[src/rtl/audio_rb_pkg.sv]
// Package: shared sizes, word indices, write masks and reset image for the
// audio interface register bank. Assumes 32-bit words and word indexing.
package audio_rb_pkg;
    localparam int WORD_W     = 32;
    localparam int NUM_WORDS  = 17;
    localparam int ADDR_W     = $clog2(NUM_WORDS + 15);
    localparam int NUM_LVL    = 4;
    localparam int SIZE_W     = 16;
    localparam int SIZE_LSB   = 16;
    localparam int CNT_W      = 24;
    localparam int STAT_W     = 9;
    localparam int STAT_LSB   = 7;

    localparam int IDX_CTL    = 0;
    localparam int IDX_DMACTL = 8;
    localparam int IDX_SIZE   = 10;
    localparam int IDX_CNT    = 11;

    localparam logic [WORD_W-1:0] CTL_WMASK = 32'h8295_007F;
    localparam logic [WORD_W-1:0] DMA_WMASK = 32'hFF00_00FB;
    localparam logic [WORD_W-1:0] SIZE_RST  = 32'h7FFF_0000;

    localparam int CTL_SRST_BIT  = 31;
    localparam int LVL_EN_LSB    = 24;
    localparam int LVL_FLAG_LSB  = 20;
    localparam int LVL_CLR_LSB   = 16;
    localparam int DMA_EN_BIT    = 0;
    localparam int DMA_CLR_BIT   = 1;
    localparam int DMA_FLAG_BIT  = 2;

    // Decoded access, produced by the word decoder.
    typedef struct packed {
        logic                 in_win;
        logic                 rd_en;
        logic                 err;
        logic [NUM_WORDS-1:0] wr_sel;
    } acc_dec_t;
endpackage

[src/rtl/audio_rb_decode.sv]
// Word decoder: turns a request into per-word write selects, a read enable
// and an error flag. Assumes one access per cycle; purely combinational.
module audio_rb_decode
    import audio_rb_pkg::*;
(
    input  logic              req_valid,
    input  logic              req_write,
    input  logic [ADDR_W-1:0] req_addr,
    input  logic [SIZE_W-1:0] size_field,
    output acc_dec_t          dec
);
    logic in_win;
    logic wr_any;
    logic size_zero;

    // Window check and write qualification.
    always_comb begin
        in_win    = (req_addr < ADDR_W'(NUM_WORDS));
        wr_any    = req_valid && req_write && in_win;
        size_zero = (size_field == '0);
    end

    // One select per word; the count word is never writable and a size write
    // with an empty size field is dropped.
    for (genvar i = 0; i < NUM_WORDS; i++) begin : g_sel
        if (i == IDX_CNT) begin : g_ro
            assign dec.wr_sel[i] = 1'b0;
        end else if (i == IDX_SIZE) begin : g_size
            assign dec.wr_sel[i] = wr_any && (req_addr == ADDR_W'(i)) && !size_zero;
        end else begin : g_rw
            assign dec.wr_sel[i] = wr_any && (req_addr == ADDR_W'(i));
        end
    end

    // Error and read strobes.
    always_comb begin
        dec.in_win = in_win;
        dec.rd_en  = req_valid && !req_write;
        dec.err    = req_valid && (!in_win ||
                     (req_write && req_addr == ADDR_W'(IDX_CNT)) ||
                     (req_write && req_addr == ADDR_W'(IDX_SIZE) && size_zero));
    end
endmodule

[src/rtl/audio_rb_irq.sv]
// Interrupt flag unit: level and DMA flags with set-by-event, write-one-to-
// clear and flush; drives a registered IRQ. Assumes events are pulses.
module audio_rb_irq #(
    parameter int N_LVL = 4
) (
    input  logic             clk,
    input  logic             rst_n,
    input  logic             flush,
    input  logic [N_LVL-1:0] lvl_en,
    input  logic [N_LVL-1:0] lvl_evt,
    input  logic [N_LVL-1:0] lvl_clr,
    input  logic             dma_en,
    input  logic             dma_evt,
    input  logic             dma_clr,
    output logic [N_LVL-1:0] lvl_flag,
    output logic             dma_flag,
    output logic             irq_o
);
    logic [N_LVL-1:0] lvl_set;
    logic [N_LVL-1:0] lvl_nxt;
    logic             dma_set;
    logic             dma_nxt;

    // Next flag values: flush wins, then set beats clear.
    always_comb begin
        lvl_set = lvl_evt & lvl_en;
        dma_set = dma_evt && dma_en;
        if (flush) begin
            lvl_nxt = '0;
            dma_nxt = 1'b0;
        end else begin
            lvl_nxt = (lvl_flag & ~lvl_clr) | lvl_set;
            dma_nxt = (dma_flag && !dma_clr) || dma_set;
        end
    end

    // Flag and IRQ registers.
    always_ff @(posedge clk) begin
        if (!rst_n) begin
            lvl_flag <= '0;
            dma_flag <= 1'b0;
            irq_o    <= 1'b0;
        end else begin
            lvl_flag <= lvl_nxt;
            dma_flag <= dma_nxt;
            irq_o    <= (|lvl_nxt) || dma_nxt;
        end
    end

    for (genvar i = 0; i < N_LVL; i++) begin : g_chk
        p_w1c_clear_r6: assert property (@(posedge clk) disable iff (!rst_n)
            (lvl_clr[i] && !(lvl_evt[i] && lvl_en[i])) |=> !lvl_flag[i]);
    end

    p_set_raises_r5: assert property (@(posedge clk) disable iff (!rst_n)
        (((|(lvl_evt & lvl_en)) || (dma_evt && dma_en)) && !flush) |=> irq_o);

    p_flush_quiet_r7: assert property (@(posedge clk) disable iff (!rst_n)
        flush |=> (!irq_o && lvl_flag == '0 && !dma_flag));
endmodule

[src/rtl/audio_rb_count.sv]
// Transfer counter: holds the DMA size word and the read-only transfer
// count. Assumes an advance step never exceeds the size field.
module audio_rb_count #(
    parameter int W      = 32,
    parameter int S_W    = 16,
    parameter int S_LSB  = 16,
    parameter int C_W    = 24,
    parameter logic [W-1:0] S_RST = 32'h7FFF_0000
) (
    input  logic           clk,
    input  logic           rst_n,
    input  logic           soft_rst,
    input  logic           size_we,
    input  logic [W-1:0]   size_wdata,
    input  logic           adv,
    input  logic [S_W-1:0] step,
    output logic [W-1:0]   size_q,
    output logic [C_W-1:0] cnt_q
);
    localparam int SUM_W = C_W + 1;

    logic [S_W-1:0]   size_f;
    logic [S_W-1:0]   new_f;
    logic [SUM_W-1:0] sum;
    logic [SUM_W-1:0] wrap;

    // Field extraction and wrapped sum.
    always_comb begin
        size_f = size_q[S_LSB +: S_W];
        new_f  = size_wdata[S_LSB +: S_W];
        sum    = SUM_W'(cnt_q) + SUM_W'(step);
        wrap   = (sum >= SUM_W'(size_f)) ? (sum - SUM_W'(size_f)) : sum;
    end

    // Size and count registers: reset, size write with reconcile, advance.
    always_ff @(posedge clk) begin
        if (!rst_n || soft_rst) begin
            size_q <= S_RST;
            cnt_q  <= '0;
        end else if (size_we) begin
            size_q <= size_wdata;
            if (C_W'(new_f) <= cnt_q) begin
                cnt_q <= '0;
            end
        end else if (adv) begin
            cnt_q <= wrap[C_W-1:0];
        end
    end

    p_cnt_in_range_r10: assert property (@(posedge clk) disable iff (!rst_n)
        cnt_q < C_W'(size_q[S_LSB +: S_W]));

    p_size_nonzero_r9: assert property (@(posedge clk) disable iff (!rst_n)
        size_q[S_LSB +: S_W] != '0);
endmodule

[src/rtl/audio_ctl_regbank.sv]
// Top: audio interface register bank. Holds control, DMA control and plain
// words, instantiates decoder, flag unit and counter, and forms read data.
// Assumes one access per cycle and single-cycle datapath events.
module audio_ctl_regbank
    import audio_rb_pkg::*;
(
    input  logic                clk,
    input  logic                rst_n,
    input  logic                req_valid_i,
    input  logic                req_write_i,
    input  logic [ADDR_W-1:0]   req_addr_i,
    input  logic [WORD_W-1:0]   req_wdata_i,
    output logic [WORD_W-1:0]   rsp_rdata_o,
    output logic                rsp_err_o,
    input  logic [STAT_W-1:0]   fifo_stat_i,
    input  logic [NUM_LVL-1:0]  lvl_evt_i,
    input  logic                dma_evt_i,
    input  logic                cnt_adv_i,
    input  logic [SIZE_W-1:0]   cnt_step_i,
    output logic                dma_en_o,
    output logic                dma_en_chg_o,
    output logic                irq_o
);
    acc_dec_t            dec;
    logic [WORD_W-1:0]   ctl_q;
    logic [WORD_W-1:0]   dma_q;
    logic [WORD_W-1:0]   size_q;
    logic [CNT_W-1:0]    cnt_q;
    logic [NUM_LVL-1:0]  lvl_flag;
    logic                dma_flag;
    logic                soft_rst;
    logic                dma_off;
    logic                dma_wr;
    logic                size_touch;
    logic                adv_eff;
    logic [NUM_LVL-1:0]  lvl_clr;
    logic [WORD_W-1:0]   rd_words [NUM_WORDS];

    audio_rb_decode u_dec (
        .req_valid  (req_valid_i),
        .req_write  (req_write_i),
        .req_addr   (req_addr_i),
        .size_field (req_wdata_i[SIZE_LSB +: SIZE_W]),
        .dec        (dec)
    );

    // Control strobes derived from the decoded access.
    always_comb begin
        soft_rst   = dec.wr_sel[IDX_CTL] && ctl_q[CTL_SRST_BIT] && !req_wdata_i[CTL_SRST_BIT];
        dma_wr     = dec.wr_sel[IDX_DMACTL];
        dma_off    = dma_wr && dma_q[DMA_EN_BIT] && !req_wdata_i[DMA_EN_BIT];
        lvl_clr    = dma_wr ? req_wdata_i[LVL_CLR_LSB +: NUM_LVL] : '0;
        size_touch = req_valid_i && req_write_i && (req_addr_i == ADDR_W'(IDX_SIZE));
        adv_eff    = cnt_adv_i && !size_touch && !soft_rst;
    end

    // Control word: masked write; software reset keeps only the new value.
    always_ff @(posedge clk) begin
        if (!rst_n) begin
            ctl_q <= '0;
        end else if (soft_rst) begin
            ctl_q <= req_wdata_i & CTL_WMASK;
        end else if (dec.wr_sel[IDX_CTL]) begin
            ctl_q <= (ctl_q & ~CTL_WMASK) | (req_wdata_i & CTL_WMASK);
        end
    end

    // DMA control word: masked write of enables, clears and options.
    always_ff @(posedge clk) begin
        if (!rst_n || soft_rst) begin
            dma_q <= '0;
        end else if (dma_wr) begin
            dma_q <= (dma_q & ~DMA_WMASK) | (req_wdata_i & DMA_WMASK);
        end
    end

    // Enable-change pulse to the datapath.
    always_ff @(posedge clk) begin
        if (!rst_n) begin
            dma_en_chg_o <= 1'b0;
        end else begin
            dma_en_chg_o <= (dma_wr && (dma_q[DMA_EN_BIT] != req_wdata_i[DMA_EN_BIT])) ||
                            (soft_rst && dma_q[DMA_EN_BIT]);
        end
    end

    assign dma_en_o = dma_q[DMA_EN_BIT];

    audio_rb_irq #(.N_LVL(NUM_LVL)) u_irq (
        .clk      (clk),
        .rst_n    (rst_n),
        .flush    (soft_rst || dma_off),
        .lvl_en   (dma_q[LVL_EN_LSB +: NUM_LVL]),
        .lvl_evt  (lvl_evt_i),
        .lvl_clr  (lvl_clr),
        .dma_en   (dma_q[DMA_EN_BIT]),
        .dma_evt  (dma_evt_i),
        .dma_clr  (dma_wr && req_wdata_i[DMA_CLR_BIT]),
        .lvl_flag (lvl_flag),
        .dma_flag (dma_flag),
        .irq_o    (irq_o)
    );

    audio_rb_count #(
        .W     (WORD_W),
        .S_W   (SIZE_W),
        .S_LSB (SIZE_LSB),
        .C_W   (CNT_W),
        .S_RST (SIZE_RST)
    ) u_cnt (
        .clk        (clk),
        .rst_n      (rst_n),
        .soft_rst   (soft_rst),
        .size_we    (dec.wr_sel[IDX_SIZE]),
        .size_wdata (req_wdata_i),
        .adv        (adv_eff),
        .step       (cnt_step_i),
        .size_q     (size_q),
        .cnt_q      (cnt_q)
    );

    // Per-word storage and read view; special words are composed here.
    for (genvar i = 0; i < NUM_WORDS; i++) begin : g_word
        if (i == IDX_CTL) begin : g_ctl
            assign rd_words[i] = ctl_q | (WORD_W'(fifo_stat_i) << STAT_LSB);
        end else if (i == IDX_DMACTL) begin : g_dma
            assign rd_words[i] = dma_q
                               | (WORD_W'(lvl_flag) << LVL_FLAG_LSB)
                               | (WORD_W'(dma_flag) << DMA_FLAG_BIT);
        end else if (i == IDX_SIZE) begin : g_size
            assign rd_words[i] = size_q;
        end else if (i == IDX_CNT) begin : g_cnt
            assign rd_words[i] = WORD_W'(cnt_q);
        end else begin : g_plain
            logic [WORD_W-1:0] word_q;
            // Plain word: full-width store, cleared by either reset.
            always_ff @(posedge clk) begin
                if (!rst_n || soft_rst) begin
                    word_q <= '0;
                end else if (dec.wr_sel[i]) begin
                    word_q <= req_wdata_i;
                end
            end
            assign rd_words[i] = word_q;
        end
    end

    // Registered read data and error pulse.
    always_ff @(posedge clk) begin
        if (!rst_n) begin
            rsp_rdata_o <= '0;
            rsp_err_o   <= 1'b0;
        end else begin
            rsp_err_o <= dec.err;
            if (dec.rd_en) begin
                rsp_rdata_o <= dec.in_win ? rd_words[req_addr_i] : '0;
            end
        end
    end

    p_oow_err_r11: assert property (@(posedge clk) disable iff (!rst_n)
        (req_valid_i && (req_addr_i >= ADDR_W'(NUM_WORDS))) |=> rsp_err_o);

    p_cnt_readonly_r8: assert property (@(posedge clk) disable iff (!rst_n)
        (req_valid_i && req_write_i && req_addr_i == ADDR_W'(IDX_CNT) && !cnt_adv_i)
        |=> ($stable(cnt_q) && rsp_err_o));

    p_zero_size_r9: assert property (@(posedge clk) disable iff (!rst_n)
        (req_valid_i && req_write_i && req_addr_i == ADDR_W'(IDX_SIZE) &&
         req_wdata_i[SIZE_LSB +: SIZE_W] == '0) |=> ($stable(size_q) && rsp_err_o));

    p_soft_rst_r3: assert property (@(posedge clk) disable iff (!rst_n)
        soft_rst |=> (!irq_o && size_q == SIZE_RST && cnt_q == '0 && !dma_en_o));

    p_chg_pulse_r7: assert property (@(posedge clk) disable iff (!rst_n)
        dma_en_chg_o |-> (dma_en_o != $past(dma_en_o)));
endmodule

[config.mk]
export PLATFORM = sky130hd
export DESIGN_NAME = audio_ctl_regbank
export DESIGN_NICKNAME = d
export VERILOG_FILES = /design/src/rtl/audio_rb_pkg.sv /design/src/rtl/audio_rb_decode.sv /design/src/rtl/audio_rb_irq.sv /design/src/rtl/audio_rb_count.sv /design/src/rtl/audio_ctl_regbank.sv
export SDC_FILE = /design/constraint.sdc
export NUM_CORES = 1
export LEC_CHECK = 0
export BUFFER_PORTS_ARGS = -buffer_cell sky130_fd_sc_hd__buf_2
export CAP_MARGIN = 0
export CORE_AREA = 5 5 245 247
export CTS_BUF_LIST = sky130_fd_sc_hd__clkbuf_2 sky130_fd_sc_hd__clkbuf_4 sky130_fd_sc_hd__clkbuf_8
export CTS_CLUSTER_DIAMETER = 150
export CTS_CLUSTER_SIZE = 12
export DETAILED_ROUTE_END_ITERATION = 10
export DIE_AREA = 0 0 250 252
export SLEW_MARGIN = 20
export SYNTH_ARGS = -nofsm -noshare
export SYNTH_HDL_FRONTEND = slang
export SYNTH_SLANG_ARGS = --single-unit
[constraint.sdc]
create_clock -name clk -period 14.5 [get_ports clk]
set_input_delay 2.9 -clock clk [delete_from_list [all_inputs] [get_ports clk]]
set_output_delay 2.9 -clock clk [all_outputs]
set_load 0.05 [all_outputs]
# Yosys cells after proc, flatten, opt, wreduce, memory -nomap -nowiden
# Cells that the tools add are included.
# word_totals
register_bits,576
in_bits,72
output_inout_bits,36
elab_cells,131
# op_classes
addsub,2
order_cmp,4
n_eq_ne,18
muxes,13
n_bitwise,11
n_reduce_logical,59
# op_table
cell,n
$bmux 32 s5,1
$mux 32,5
$mux 24,4
$eq 5x4->1 const B,8
$logic_and 1x1->1,36
$or 24x32->32,1
$or 31x32->32,1
$or 32x16->32,1
$or 32x24->32,1
$or 32x3->32,1
$add 24x16->25,1
$ge 25x16->1,1
$le 16x24->1,1
$sub 24x16->24,1
$eq 5x3->1 const B,4
$logic_not 16->1,1
$eq 5x2->1 const B,2
$logic_not 1->1,9
$and 4x4->4,2
$mux 4,2
$logic_or 1x1->1,7
$ge 6x6->1 const B,1
$not 5->6,1
$eq 5x1->1 const B,1
other kinds (13),14

# Longest topological paths before layout
# Gate-level depths: netlist of the first run.
# logic_depth
ltp_word,10
mapped_depth,23
ltp_nobuf,21

# Cells and area by module
# Synthesis of the first run repeated with hierarchy kept, for this count alone.
# hier_totals
hier_cells,2646
area_unflattened_um2,26220.1
# modules_own_cells
module,n_inst,cells_per_inst,area_per_inst_um2,seq_area_each_um2
audio_ctl_regbank,1,2006,21082.7,9569.2
audio_rb_count,1,571,4588.2,1121.1
audio_rb_decode,1,44,290.3,0.0
audio_rb_irq,1,25,259.0,120.1

# Worst setup path before layout of the first run
# OpenSTA, ideal clock, no wires.
# synth_path
path_kind,input to register
from,input cnt_step_i[0]
to,register u_cnt.cnt_q[12]
setup_time_ns,0.128
arrival_time_ns,6.959
required_ns,14.372
path_slack_ns,7.414
path_stages,23
path_buffers,2
path_cell_list,ha_1 > inv_1 > fa_1 > nand2b_1 > a21oi_1 > nor2_1 > o21ai_0 > a31oi_1 > o21ai_0 > a31oi_1 > xnor2_1 > ha_1 > a21oi_1 > nand2_1 > a221oi_2 > nand3_1 > or2_0 > buf_6 > nor2_8 > buf_6 > mux2_1 > a22oi_1 > nor2_1
# synth_between
elab_chain_cells,5
word_cells_on_any_way,6
classes_between,2 x add/sub; 1 x order compare; 3 x mux
# synth_lines
element,line,text
start: declaration,audio_ctl_regbank.sv:19,"input logic [SIZE_W-1:0] cnt_step_i,"
$add 24x16->25 *,audio_rb_count.sv:31,sum = SUM_W'(cnt_q) + SUM_W'(step);
$sub 24x16->24 / $ge 25x16->1 (equally long branches),audio_rb_count.sv:32,wrap = (sum >= SUM_W'(size_f)) ? (sum - SUM_W'(size_f)) : sum;
$mux 24 *,audio_rb_count.sv:32,
$mux 24 *,audio_rb_count.sv:45,end else if (adv) begin
$mux 24 *,audio_rb_count.sv:40,end else if (size_we) begin
end signal: assignment,audio_rb_count.sv:46,cnt_q <= wrap[C_W-1:0];
end: declaration,audio_rb_count.sv:18,output logic [C_W-1:0] cnt_q
# Mark *: on every way between the ends. The rest lies on a longest branch, timed or not. The select of a mux whose other input is x is not followed.
# A chain may end at the register's enable or synchronous reset.

# Worst setup path after layout of the first run
# layout_path
from,input cnt_step_i[0]
to,register u_cnt.cnt_q[1]
# The elaborated chain is that of the path after synthesis.

==> flow_summary_export.csv, run 1 <==
group,metric,value,unit
setup_path,end_kind,"flip-flop",
setup_path,crit_end,"u_cnt.cnt_q[1]$_SDFFE_PP0P_",
route,met3WireLength,7.225,mm
clock_network,cts_buffers,50,
yosys,yosysMostFrequentCell,"nand2_1",
clock_network,clock_path_buffers,3,
pwr,peakVddDrop,65.43,µV
global_route,antenna_found_initial,0,
sta,final-setup-viol-count,0,
clock_network,cts.htree.levels,2,
route,drt_iter0_markers,2154,
yosys,syn_nets,3227,
setup_path,required,15.01,ns
route,via_per_inst,5.952,
setup_path,worstRegToRegCells,21,
global_route,globalRoute.totalOverflow,0,
global_route,grt_usage,0.2723,
pwr,power_frac_clock,0.242,
clock_network,cts_setup_buffers,0,
yosys,ys_ff_latch,540,
yosys,synthTopCellsByArea,"dfxtp_1 42%, nand2_1 15%, mux4_2 11%, a21oi_1 10%, clkbuf_1 3.6%",
clock_network,cts_tree,"done",
route,dr_wl_met2,41.99,mm
route,top_layer_used,"met4",
yosys,ys_seq_area_frac,0.4237,
setup_path,cpPeakStageDelay,0.44,ns
placement,hpwl,55.55,mm
setup_path,startpoint_type,"input pin",
route,drc_errors,0,
flow_run,drv_cap,0,
sta,setup_tns,0,ns
placement,io_buffers,107,
sta,period_minus_slack,7.316,ns
pwr,powerDensity,125.7,mW/mm²
clock_network,clk_pin_slew,0.08,ns
cells_and_area,fin_nets,3149,
yosys,ys.flop_type,"dfxtp_1",
min_path,hold_class,"reg2reg",
placement,gp_congestion,0.9193,
setup_path,cp.arrival,7.82,ns
route,post_drt_wl_per_cell,23.56,µm
floorplan,chipHeight,252,µm
setup_path,path_class,"in2reg",
setup_path,path_buf_inv,2,
clock_network,hold_buffers,0,
yosys,synth.avg_cell_area,8.216,µm²
yosys,synth_top_area_frac,0.4237,
floorplan,dieArea,0.06300,mm²
yosys,ys_async_sr_fraction,0,
setup_path,cp_max_fo,18,
floorplan,core-area,0.05737,mm²
setup_path,critPathTopFamily,"compound AO/OA/AOI/OAI gates",
clock_network,cts_resized,0,
setup_path,crit_start,"cnt_step_i[0]",
pwr,p_int,2.218,mW
yosys,ys_top_cells_by_count,"1,013 x nand2_1, 540 x dfxtp_1, 522 x a21oi_1",
pwr,comb_power_share,0.283,
setup_path,r2r-start,"u_cnt.cnt_q[0]$_SDFFE_PP0P_",
pwr,p_sw,1.187,mW
pwr,p_leak,9.118,nW
yosys,synth_area_leader_cell,"dfxtp_1",
floorplan,boundaryPins,108,
floorplan,start_util,0.4447,
global_route,grt_pass1_wl,133.9,mm
yosys,synth_enable_flop_cells,0,
setup_path,crit-reg2reg-capture,"u_cnt.cnt_q[1]$_SDFFE_PP0P_",
setup_path,rrSetupSlack,8.80,ns
cells_and_area,syn2layout_area_growth,6.140,%
floorplan,die_x,250,µm
setup_path,crit_chain,"buf_2 -> ha_1 -> inv_1 -> fa_1 -> nand2b_1 -> a21oi_1 -> nor2_1 -> o21ai_0 -> a31oi_1 -> o21ai_0 -> a31oi_1 -> xnor2_1 -> ha_1 -> a21oi_1 -> nand2_1 -> a221oi_2 -> nand3_1 -> or2_0 -> nor2_8 -> mux2_2 -> a22oi_1 -> nor2_1",
pwr,seqPwrFrac,0.474,
sta,tightest_slew,1.208,ns
sta,fmax,136.7,MHz
sta,hold_viol,0,
sta,slew_violations,0,
floorplan,rows,88,
cells_and_area,drive_gt1_frac,0.1285,
yosys,ys_warn_count,0,
global_route,grt_pass1_vias,21574,
route,firstDrtPassIters,5,
setup_path,path_depth,22,
sta,rsz0062_at_grt,"no",
yosys,synthesis.area,0.02551,mm²
clock_network,clock_latency,0.68,ns
sta,fin_skew,0.03511,ns
setup_path,slowest_stage,"or2_0",
clock_network,root_buffer,"clkbuf_8",
pwr,switching_share,0.3486,
cells_and_area,num_antenna_cells,0,
sta,relSlewSlack,0.1948,
route,postRouteAntennaNets,0,
sta,period_share,0.5046,
clock_network,cts.sinks,540,
global_route,grt_max_degree,230,
sta,hold_slack,0.4537,ns
route,wl_met1,36.65,mm
yosys,netlist_instances,3105,
route,vias,22569,
status,outcome,"finished, final reports clean",
route,wirelength,89.33,mm
yosys,synth_cell_type_count,70,
## per-layer routing
metal | vias up | global-route usage
li1 | 10382 | -
met1 | 10980 | 0.3658
met2 | 1020 | 0.4536
met3 | 187 | 0.03773
met4 | 0 | 0.09761
met5 | - | 0
## sequential cells by signal, summed over array words and instances (netlist names)
signal / flops
dma_en_chg_o: 1
u_irq.lvl_flag: 4
rsp_err_o: 1
u_irq.irq_o: 1
ctl_q: 13
u_cnt.cnt_q: 24
rsp_rdata_o: 32
u_cnt.size_q: 32
g_word.g_plain.word_q: 416
dma_q: 15
u_irq.dma_flag: 1
## power by group through the flow
stage	logic, mW	registers (mW)	clock network [mW]
after global routing	1.05	1.61	0.891
after detailed placement	0.952	1.65	0
after CTS	0.958	1.61	0.843
after global placement	0.950	1.65	0
final	0.965	1.61	0.825
after floorplan	0.750	1.60	0
## cells in the final DEF (no fill, tap or decap), drive strengths merged, types with 3 or more instances in the layout
| cell | n |
|---|---|
| o21a | 11 |
| dfxtp | 540 |
| nor3 | 29 |
| xnor2 | 24 |
| nand2b | 9 |
| o211ai | 28 |
| mux4 | 119 |
| nand2 | 1014 |
| and3 | 12 |
| o21ai | 51 |
| a31oi | 6 |
| nor4 | 8 |
| inv | 45 |
| clkbuf | 52 |
| ha | 48 |
| o22ai | 6 |
| nand3b | 4 |
| a311oi | 4 |
| nor3b | 4 |
| nand3 | 25 |
| mux2 | 35 |
| a22o | 9 |
| a21o | 15 |
| a21oi | 524 |
| xor2 | 13 |
| mux2i | 12 |
| nor2b | 16 |
| or2 | 4 |
| a22oi | 39 |
| a221oi | 15 |
| buf | 147 |
| nor2 | 95 |
| o21bai | 3 |
| nand4 | 7 |
| a211oi | 26 |
| or3 | 5 |
| and2 | 4 |
## kinds of logic (layout without fill, tap and decap cells)
family,count (synthesis),in the layout,synth area share
AO/OA/AOI/OAI,751,751,0.1708
buffers and inverters,323,245,0.04890
multiplexers,166,166,0.1252
XOR/XNOR,37,37,0.01270
AND/OR/NAND/NOR,1238,1238,0.1936
adder cells (fa/ha/maj),50,50,0.02511
flip-flops,540,540,0.4237
## metrics by stage
step                        util  power (mW)  worst slack [ns]  instances  instance area (µm²)
after floorplan                -       2.349             7.414       3105                25510
after global placement    0.4596       2.596             6.581       3740                26360
after detailed placement  0.4596       2.601             6.522       3740                26360
after CTS                 0.4719       3.414             7.227       3792                27070
after global routing      0.4720       3.558             6.849       3792                27080
final                     0.4720       3.404             7.184       3792                27080
## how the worst min path moves through the flow
stage / slack, ns / startpoint / end / depth (start not counted)
floorplan: 0.43 / g_word[3].g_plain.word_q[17]$_SDFFE_PP0P_ / g_word[3].g_plain.word_q[17]$_SDFFE_PP0P_ / 2
detailed placement: 0.44 / g_word[2].g_plain.word_q[21]$_SDFFE_PP0P_ / g_word[2].g_plain.word_q[21]$_SDFFE_PP0P_ / 2
CTS: 0.46 / g_word[2].g_plain.word_q[21]$_SDFFE_PP0P_ / g_word[2].g_plain.word_q[21]$_SDFFE_PP0P_ / 2
global route: 0.47 / g_word[14].g_plain.word_q[26]$_SDFFE_PP0P_ / g_word[14].g_plain.word_q[26]$_SDFFE_PP0P_ / 2
global placement: 0.44 / g_word[9].g_plain.word_q[6]$_SDFFE_PP0P_ / g_word[9].g_plain.word_q[6]$_SDFFE_PP0P_ / 2
finish: 0.45 / g_word[5].g_plain.word_q[10]$_SDFFE_PP0P_ / g_word[5].g_plain.word_q[10]$_SDFFE_PP0P_ / 2
## layout make-up
| cell class | instances | area [µm²] |
|---|---|---|
| Timing Repair Buffer | 148 | 883.3 |
| Clock buffer | 51 | 701.9 |
| Fill cell | 5645 | 30290 |
| Tap cell | 765 | 957.2 |
| Clock inverter | 1 | 7.507 |
| Sequential cell | 540 | 10810 |
| Inverter | 45 | 168.9 |
| Multi-Input combinational cell | 2242 | 13550 |
## worst min-delay path: cells and delay by family, from the launching register on
family | cells | cell delay, ns
compound gates | 1 | 0.05
simple gates | 1 | 0.05
flops | 1 | 0.31
(Power assumes the default switching activity.)
==> run 2, diff against run 1 <==
==> constraint.sdc (replaced) <==
create_clock -name clk -period 6.7 [get_ports clk]
set_input_delay 1.34 -clock clk [delete_from_list [all_inputs] [get_ports clk]]
set_output_delay 1.34 -clock clk [all_outputs]
set_load 0.05 [all_outputs]
==> run 2 against run 1 <==
  * Combinational power increased by 120%
  * Global-route usage grew 0.13 points
  * First-iteration DRC count is 4.4% lower
  * Clock power rose by 120%
  * Hold slack better by 0.00051 ns
  * Design area grew 0.15%
  * Routed wire length grew 0.19%
  * Sequential share of layout area shrank 0.061 points
  * Highest routed layer is now met5
==> flow_summary_export.csv, run 2 (same netlist as run 1, synthesis figures left out) <==
group,metric,value,unit
cells_and_area,final_common_cell,"nand2_1",
cells_and_area,fill_cells,5553,
floorplan,start_util,0.4447,
sta,period_minus_slack,5.949,ns
setup_path,rrSetupSlack,0.96,ns
route,met3WireLength,6.665,mm
cells_and_area,final_util,0.4728,
sta,slew_violations,0,
route,dr_wl_met2,41.81,mm
floorplan,chipHeight,252,µm
cells_and_area,most-common-layout-cells,"1,012 x nand2_1, 540 x dfxtp_1, 522 x a21oi_1",
global_route,grt_pass1_vias,21658,
clock_network,cts_buffers,50,
setup_path,startpoint_type,"input pin",
pwr,peakVddDrop,167.4,µV
sta,fmax,168.1,MHz
floorplan,boundaryPins,108,
cells_and_area,drive_gt1_frac,0.1296,
cells_and_area,largest_reg_flops,416,
placement,hpwl,56.23,mm
route,firstDrtPassIters,5,
flow_run,drv_cap,0,
route,post_drt_wl_per_cell,23.57,µm
route,via_per_inst,5.900,
pwr,p_leak,9.140,nW
floorplan,dieArea,0.06300,mm²
cells_and_area,num_antenna_cells,0,
clock_network,hold_buffers,0,
global_route,antenna_found_initial,1,
cells_and_area,multiInputGateArea,0.01354,mm²
cells_and_area,stdcell_area,0.02712,mm²
clock_network,cts_tree,"done",
route,wl_met1,37.56,mm
clock_network,clk_pin_slew,0.09,ns
floorplan,rows,88,
status,outcome,"finished, final reports clean",
setup_path,path_class,"in2reg",
cells_and_area,max_flop_register,"g_word.g_plain.word_q",
clock_network,root_buffer,"clkbuf_8",
global_route,grt_max_degree,144,
setup_path,required,7.23,ns
cells_and_area,fin_nets,3154,
placement,place_area,0.02641,mm²
clock_network,cts_resized,0,
route,wirelength,89.51,mm
cells_and_area,syn2layout_area_growth,6.302,%
placement,gp_congestion,0.9489,
clock_network,clock_path_buffers,3,
sta,tightest_slew,1.145,ns
min_path,hold_class,"reg2reg",
route,vias,22401,
sta,final-setup-viol-count,0,
global_route,globalRoute.totalOverflow,0,
pwr,powerDensity,272.1,mW/mm²
sta,rsz0062_at_grt,"no",
cells_and_area,stdcell_count,3797,
placement,dp.cells,3745,
sta,setup_tns,0,ns
global_route,grt_usage,0.2736,
placement,io_buffers,107,
sta,period_share,0.8879,
floorplan,core-area,0.05737,mm²
sta,fin_skew,0.02828,ns
sta,relSlewSlack,0.2343,
clock_network,clock_latency,0.67,ns
clock_network,cts.sinks,540,
floorplan,die_x,250,µm
setup_path,cp_max_fo,18,
clock_network,cts_setup_buffers,0,
sta,hold_slack,0.4542,ns
global_route,grt_pass1_wl,134.9,mm
sta,hold_viol,0,
cells_and_area,seqCellArea,0.01081,mm²
setup_path,cp.arrival,6.48,ns
setup_path,end_kind,"flip-flop",
route,postRouteAntennaNets,0,
route,drc_errors,0,
clock_network,cts.htree.levels,2,
cells_and_area,top_regs,"g_word.g_plain.word_q (416), rsp_rdata_o (32), u_cnt.size_q (32)",
route,top_layer_used,"met5",
route,drt_iter0_markers,2060,
==> run 2: cell types whose count changed in the layout (fill, tap and decap cells not counted), sizes merged <==
cell,change
buf,+5
==> run 2: area by class of cell <==
cell class / count / share of cell area
clock buffers: 51 / 0.02588
clock inverters: 1 / 0.0002768
inverters: 45 / 0.006228
multi-input cells: 2242 / 0.4993
flip-flops and latches: 540 / 0.3986
well taps: 765 / 0.03529
repair buffers: 153 / 0.03442
==> run 2: power by group <==
part	total, mW	switching [mW]	leakage [nW]	internal (mW)
Clock	1.78	1.10	0.367	0.678
Combinational	2.11	1.28	4.41	0.832
Sequential	3.49	0.198	4.36	3.29
Total	7.38	2.58	9.14	4.80
==> run 2: final timing paths <==
kind / from / end / cells past startpoint
min: g_word[7].g_plain.word_q[30]$_SDFFE_PP0P_ / g_word[7].g_plain.word_q[30]$_SDFFE_PP0P_ / 2
max: cnt_step_i[0] / u_cnt.cnt_q[3]$_SDFFE_PP0P_ / 22
max reg2reg: u_cnt.cnt_q[1]$_SDFFE_PP0P_ / u_cnt.cnt_q[3]$_SDFFE_PP0P_ / 20
min reg2reg: g_word[7].g_plain.word_q[30]$_SDFFE_PP0P_ / g_word[7].g_plain.word_q[30]$_SDFFE_PP0P_ / 2
==> run 2: layer usage <==
metal,global-route usage,vias up
met2,0.4526,946
met5,0,-
met1,0.3677,10867
met3,0.03793,180
li1,-,10406
met4,0.1032,2
==> run 2: worst max-delay path: stages <==
cell      delay [ns]
buf_2           0.09
ha_1            0.20
inv_1           0.07
fa_1            0.40
nand2b_1        0.19
a21oi_1         0.25
nor2_1          0.11
o21ai_0         0.29
a31oi_1         0.16
o21ai_0         0.30
a31oi_1         0.16
xnor2_1         0.28
ha_1            0.36
a21oi_1         0.17
nand2_1         0.08
a221oi_2        0.35
nand3_1         0.17
or2_0           0.47
nor2_8          0.42
mux2_2          0.38
a22oi_1         0.15
nor2_1          0.06
==> run 2: through the flow <==
stage / worst slack, ns / power, mW
5_1_grt: 0.4487 / 7.738
3_3_place_gp: 0.3186 / 5.636
4_1_cts: 0.8630 / 7.405
6_report: 0.7513 / 7.379
3_5_place_dp: 0.1641 / 5.641
2_1_floorplan: 1.174 / 5.083
==> run 3, diff against run 2 <==
--- a/config.mk
+++ b/config.mk
@@ -7,12 +7,12 @@
 export LEC_CHECK = 0
 export BUFFER_PORTS_ARGS = -buffer_cell sky130_fd_sc_hd__buf_2
 export CAP_MARGIN = 0
-export CORE_AREA = 5 5 245 247
+export CORE_AREA = 5 5 333 335
 export CTS_BUF_LIST = sky130_fd_sc_hd__clkbuf_2 sky130_fd_sc_hd__clkbuf_4 sky130_fd_sc_hd__clkbuf_8
 export CTS_CLUSTER_DIAMETER = 150
 export CTS_CLUSTER_SIZE = 12
 export DETAILED_ROUTE_END_ITERATION = 10
-export DIE_AREA = 0 0 250 252
+export DIE_AREA = 0 0 338 340
 export SLEW_MARGIN = 20
 export SYNTH_ARGS = -nofsm -noshare
 export SYNTH_HDL_FRONTEND = slang
==> run 3 against run 2 <==
  * Power about the same
  * Worst setup slack better by 0.29 ns
  * Routed wire length is 1.5% higher
  * Clock skew is 0.0077 ns higher
  * First-iteration DRC count increased by 4.2%
  * Register-to-register slack gained 0.30 ns
  * Critical endpoint is now u_cnt.cnt_q[5]$_SDFFE_PP0P_
  * Design area is 3.6% higher
  * Sequential cell count did not move
  * Combinational power is essentially flat
==> flow_summary_export.csv, run 3 (same netlist as run 1, synthesis figures left out) <==
group,metric,value,unit
floorplan,die_x,338,µm
sta,fin_skew,0.03600,ns
clock_network,cts.sinks,540,
placement,io_buffers,107,
cells_and_area,fill_cells,11737,
flow_run,drv_cap,0,
cells_and_area,syn2layout_area_growth,10.11,%
setup_path,rrSetupSlack,1.26,ns
sta,tightest_slew,1.223,ns
min_path,hold_class,"reg2reg",
placement,hpwl,58.87,mm
setup_path,required,7.22,ns
placement,place_area,0.02728,mm²
floorplan,chipHeight,340,µm
cells_and_area,final_common_cell,"nand2_1",
pwr,p_total,7.380,mW
global_route,globalRoute.totalOverflow,0,
route,drc_errors,0,
clock_network,cts_setup_buffers,0,
cells_and_area,top_regs,"g_word.g_plain.word_q (416), rsp_rdata_o (32), u_cnt.size_q (32)",
clock_network,clock_latency,0.68,ns
placement,gp_congestion,0.8870,
global_route,grt_pass1_vias,21172,
clock_network,root_buffer,"clkbuf_8",
floorplan,start_util,0.2367,
global_route,antenna_found_initial,21,
setup_path,path_class,"in2reg",
sta,fmax,176.8,MHz
sta,period_share,0.8443,
floorplan,dieArea,0.1149,mm²
cells_and_area,max_flop_register,"g_word.g_plain.word_q",
global_route,grt_max_degree,92,
sta,final-setup-viol-count,0,
cells_and_area,stdcell_count,4468,
sta,setup_slack,1.043,ns
sta,slew_violations,0,
placement,place_ws,0.3664,ns
floorplan,boundaryPins,108,
route,drt_iter0_markers,2147,
route,vias,22224,
sta,setup_tns,0,ns
sta,rsz0062_at_grt,"no",
pwr,switching_share,0.3472,
sta,hold_slack,0.4524,ns
pwr,power_frac_clock,0.248,
clock_network,clock_path_buffers,3,
clock_network,cts_buffers,51,
route,post_drt_wl_per_cell,20.33,µm
route,postRouteAntennaNets,0,
cells_and_area,stdcell_area,0.02809,mm²
setup_path,cp.arrival,6.17,ns
floorplan,core-area,0.1078,mm²
cells_and_area,final_util,0.2606,
pwr,peakVddDrop,135.7,µV
sta,hold_viol,0,
route,via_per_inst,4.974,
sta,relSlewSlack,0.1840,
status,outcome,"finished, final reports clean",
clock_network,cts_tree,"done",
placement,dp.cells,4398,
route,firstDrtPassIters,7,
cells_and_area,most-common-layout-cells,"1,012 x nand2_1, 540 x dfxtp_1, 522 x a21oi_1",
clock_network,cts_resized,0,
global_route,grt_pass1_wl,136.4,mm
pwr,p_int,4.818,mW
sta,period_minus_slack,5.657,ns
clock_network,hold_buffers,0,
route,wirelength,90.85,mm
pwr,p_sw,2.562,mW
clock_network,cts.htree.levels,2,
cells_and_area,largest_reg_flops,416,
pwr,powerDensity,262.7,mW/mm²
setup_path,startpoint_type,"input pin",
global_route,grt_usage,0.1535,
pwr,p_leak,9.197,nW
pwr,seqPwrFrac,0.470,
cells_and_area,drive_gt1_frac,0.1329,
pwr,comb_power_share,0.282,
setup_path,end_kind,"flip-flop",
floorplan,rows,121,
setup_path,cp_max_fo,18,
clock_network,clk_pin_slew,0.08,ns
cells_and_area,fin_nets,3160,
## run 3: area by class of cell
| cell class | instances | area [µm²] | area share |
|---|---|---|---|
| clock buffer | 51 | 701.9 | 0.02499 |
| clock inverter | 5 | 46.29 | 0.001648 |
| sequential | 540 | 10810 | 0.3848 |
| timing repair buffer | 158 | 1003 | 0.03572 |
| inverter | 45 | 168.9 | 0.006013 |
| antenna | 13 | 32.53 | 0.001158 |
| multi-input combinational | 2242 | 13560 | 0.4827 |
| tap | 1414 | 1769 | 0.06298 |
## run 3: worst max-delay path: stages
cell,delay [ns]
buf_2,0.09
ha_1,0.19
inv_1,0.07
fa_1,0.40
nand2b_1,0.18
a21oi_1,0.24
nor2_1,0.11
o21ai_0,0.28
a31oi_1,0.17
o21ai_0,0.30
a31oi_1,0.14
xnor2_1,0.24
ha_1,0.34
a21oi_1,0.17
nand2_1,0.08
a221oi_2,0.26
nand3_1,0.14
or2_0,0.43
nor2_8,0.41
mux2_2,0.38
a22oi_1,0.14
nor2_1,0.06
## run 3: worst paths after layout
kind	cells past startpoint	startpoint	end
worst max-delay path	22	cnt_step_i[0]	u_cnt.cnt_q[5]$_SDFFE_PP0P_
worst min-delay path	2	g_word[2].g_plain.word_q[15]$_SDFFE_PP0P_	g_word[2].g_plain.word_q[15]$_SDFFE_PP0P_
worst max register to register	21	u_cnt.cnt_q[0]$_SDFFE_PP0P_	u_cnt.cnt_q[5]$_SDFFE_PP0P_
worst min register to register	2	g_word[2].g_plain.word_q[15]$_SDFFE_PP0P_	g_word[2].g_plain.word_q[15]$_SDFFE_PP0P_
## run 3: power by group through the flow
stage	clock, mW	sequential, mW	combinational, mW
global route	2.00	3.48	2.29
CTS	1.89	3.47	2.06
global placement	0	3.55	2.04
detailed placement	0	3.55	2.05
finish	1.83	3.47	2.08
floorplan	0	3.46	1.62
## run 3: layer usage
metal	wire, µm	vias up	part of all wire	GRT usage
li1	-	10442	-	-
met1	37800	10652	0.42	0.2062
met2	40730	930	0.45	0.2394
met3	8586	188	0.095	0.03712
met4	3663	12	0.040	0.05676
met5	74	-	0.00081	0
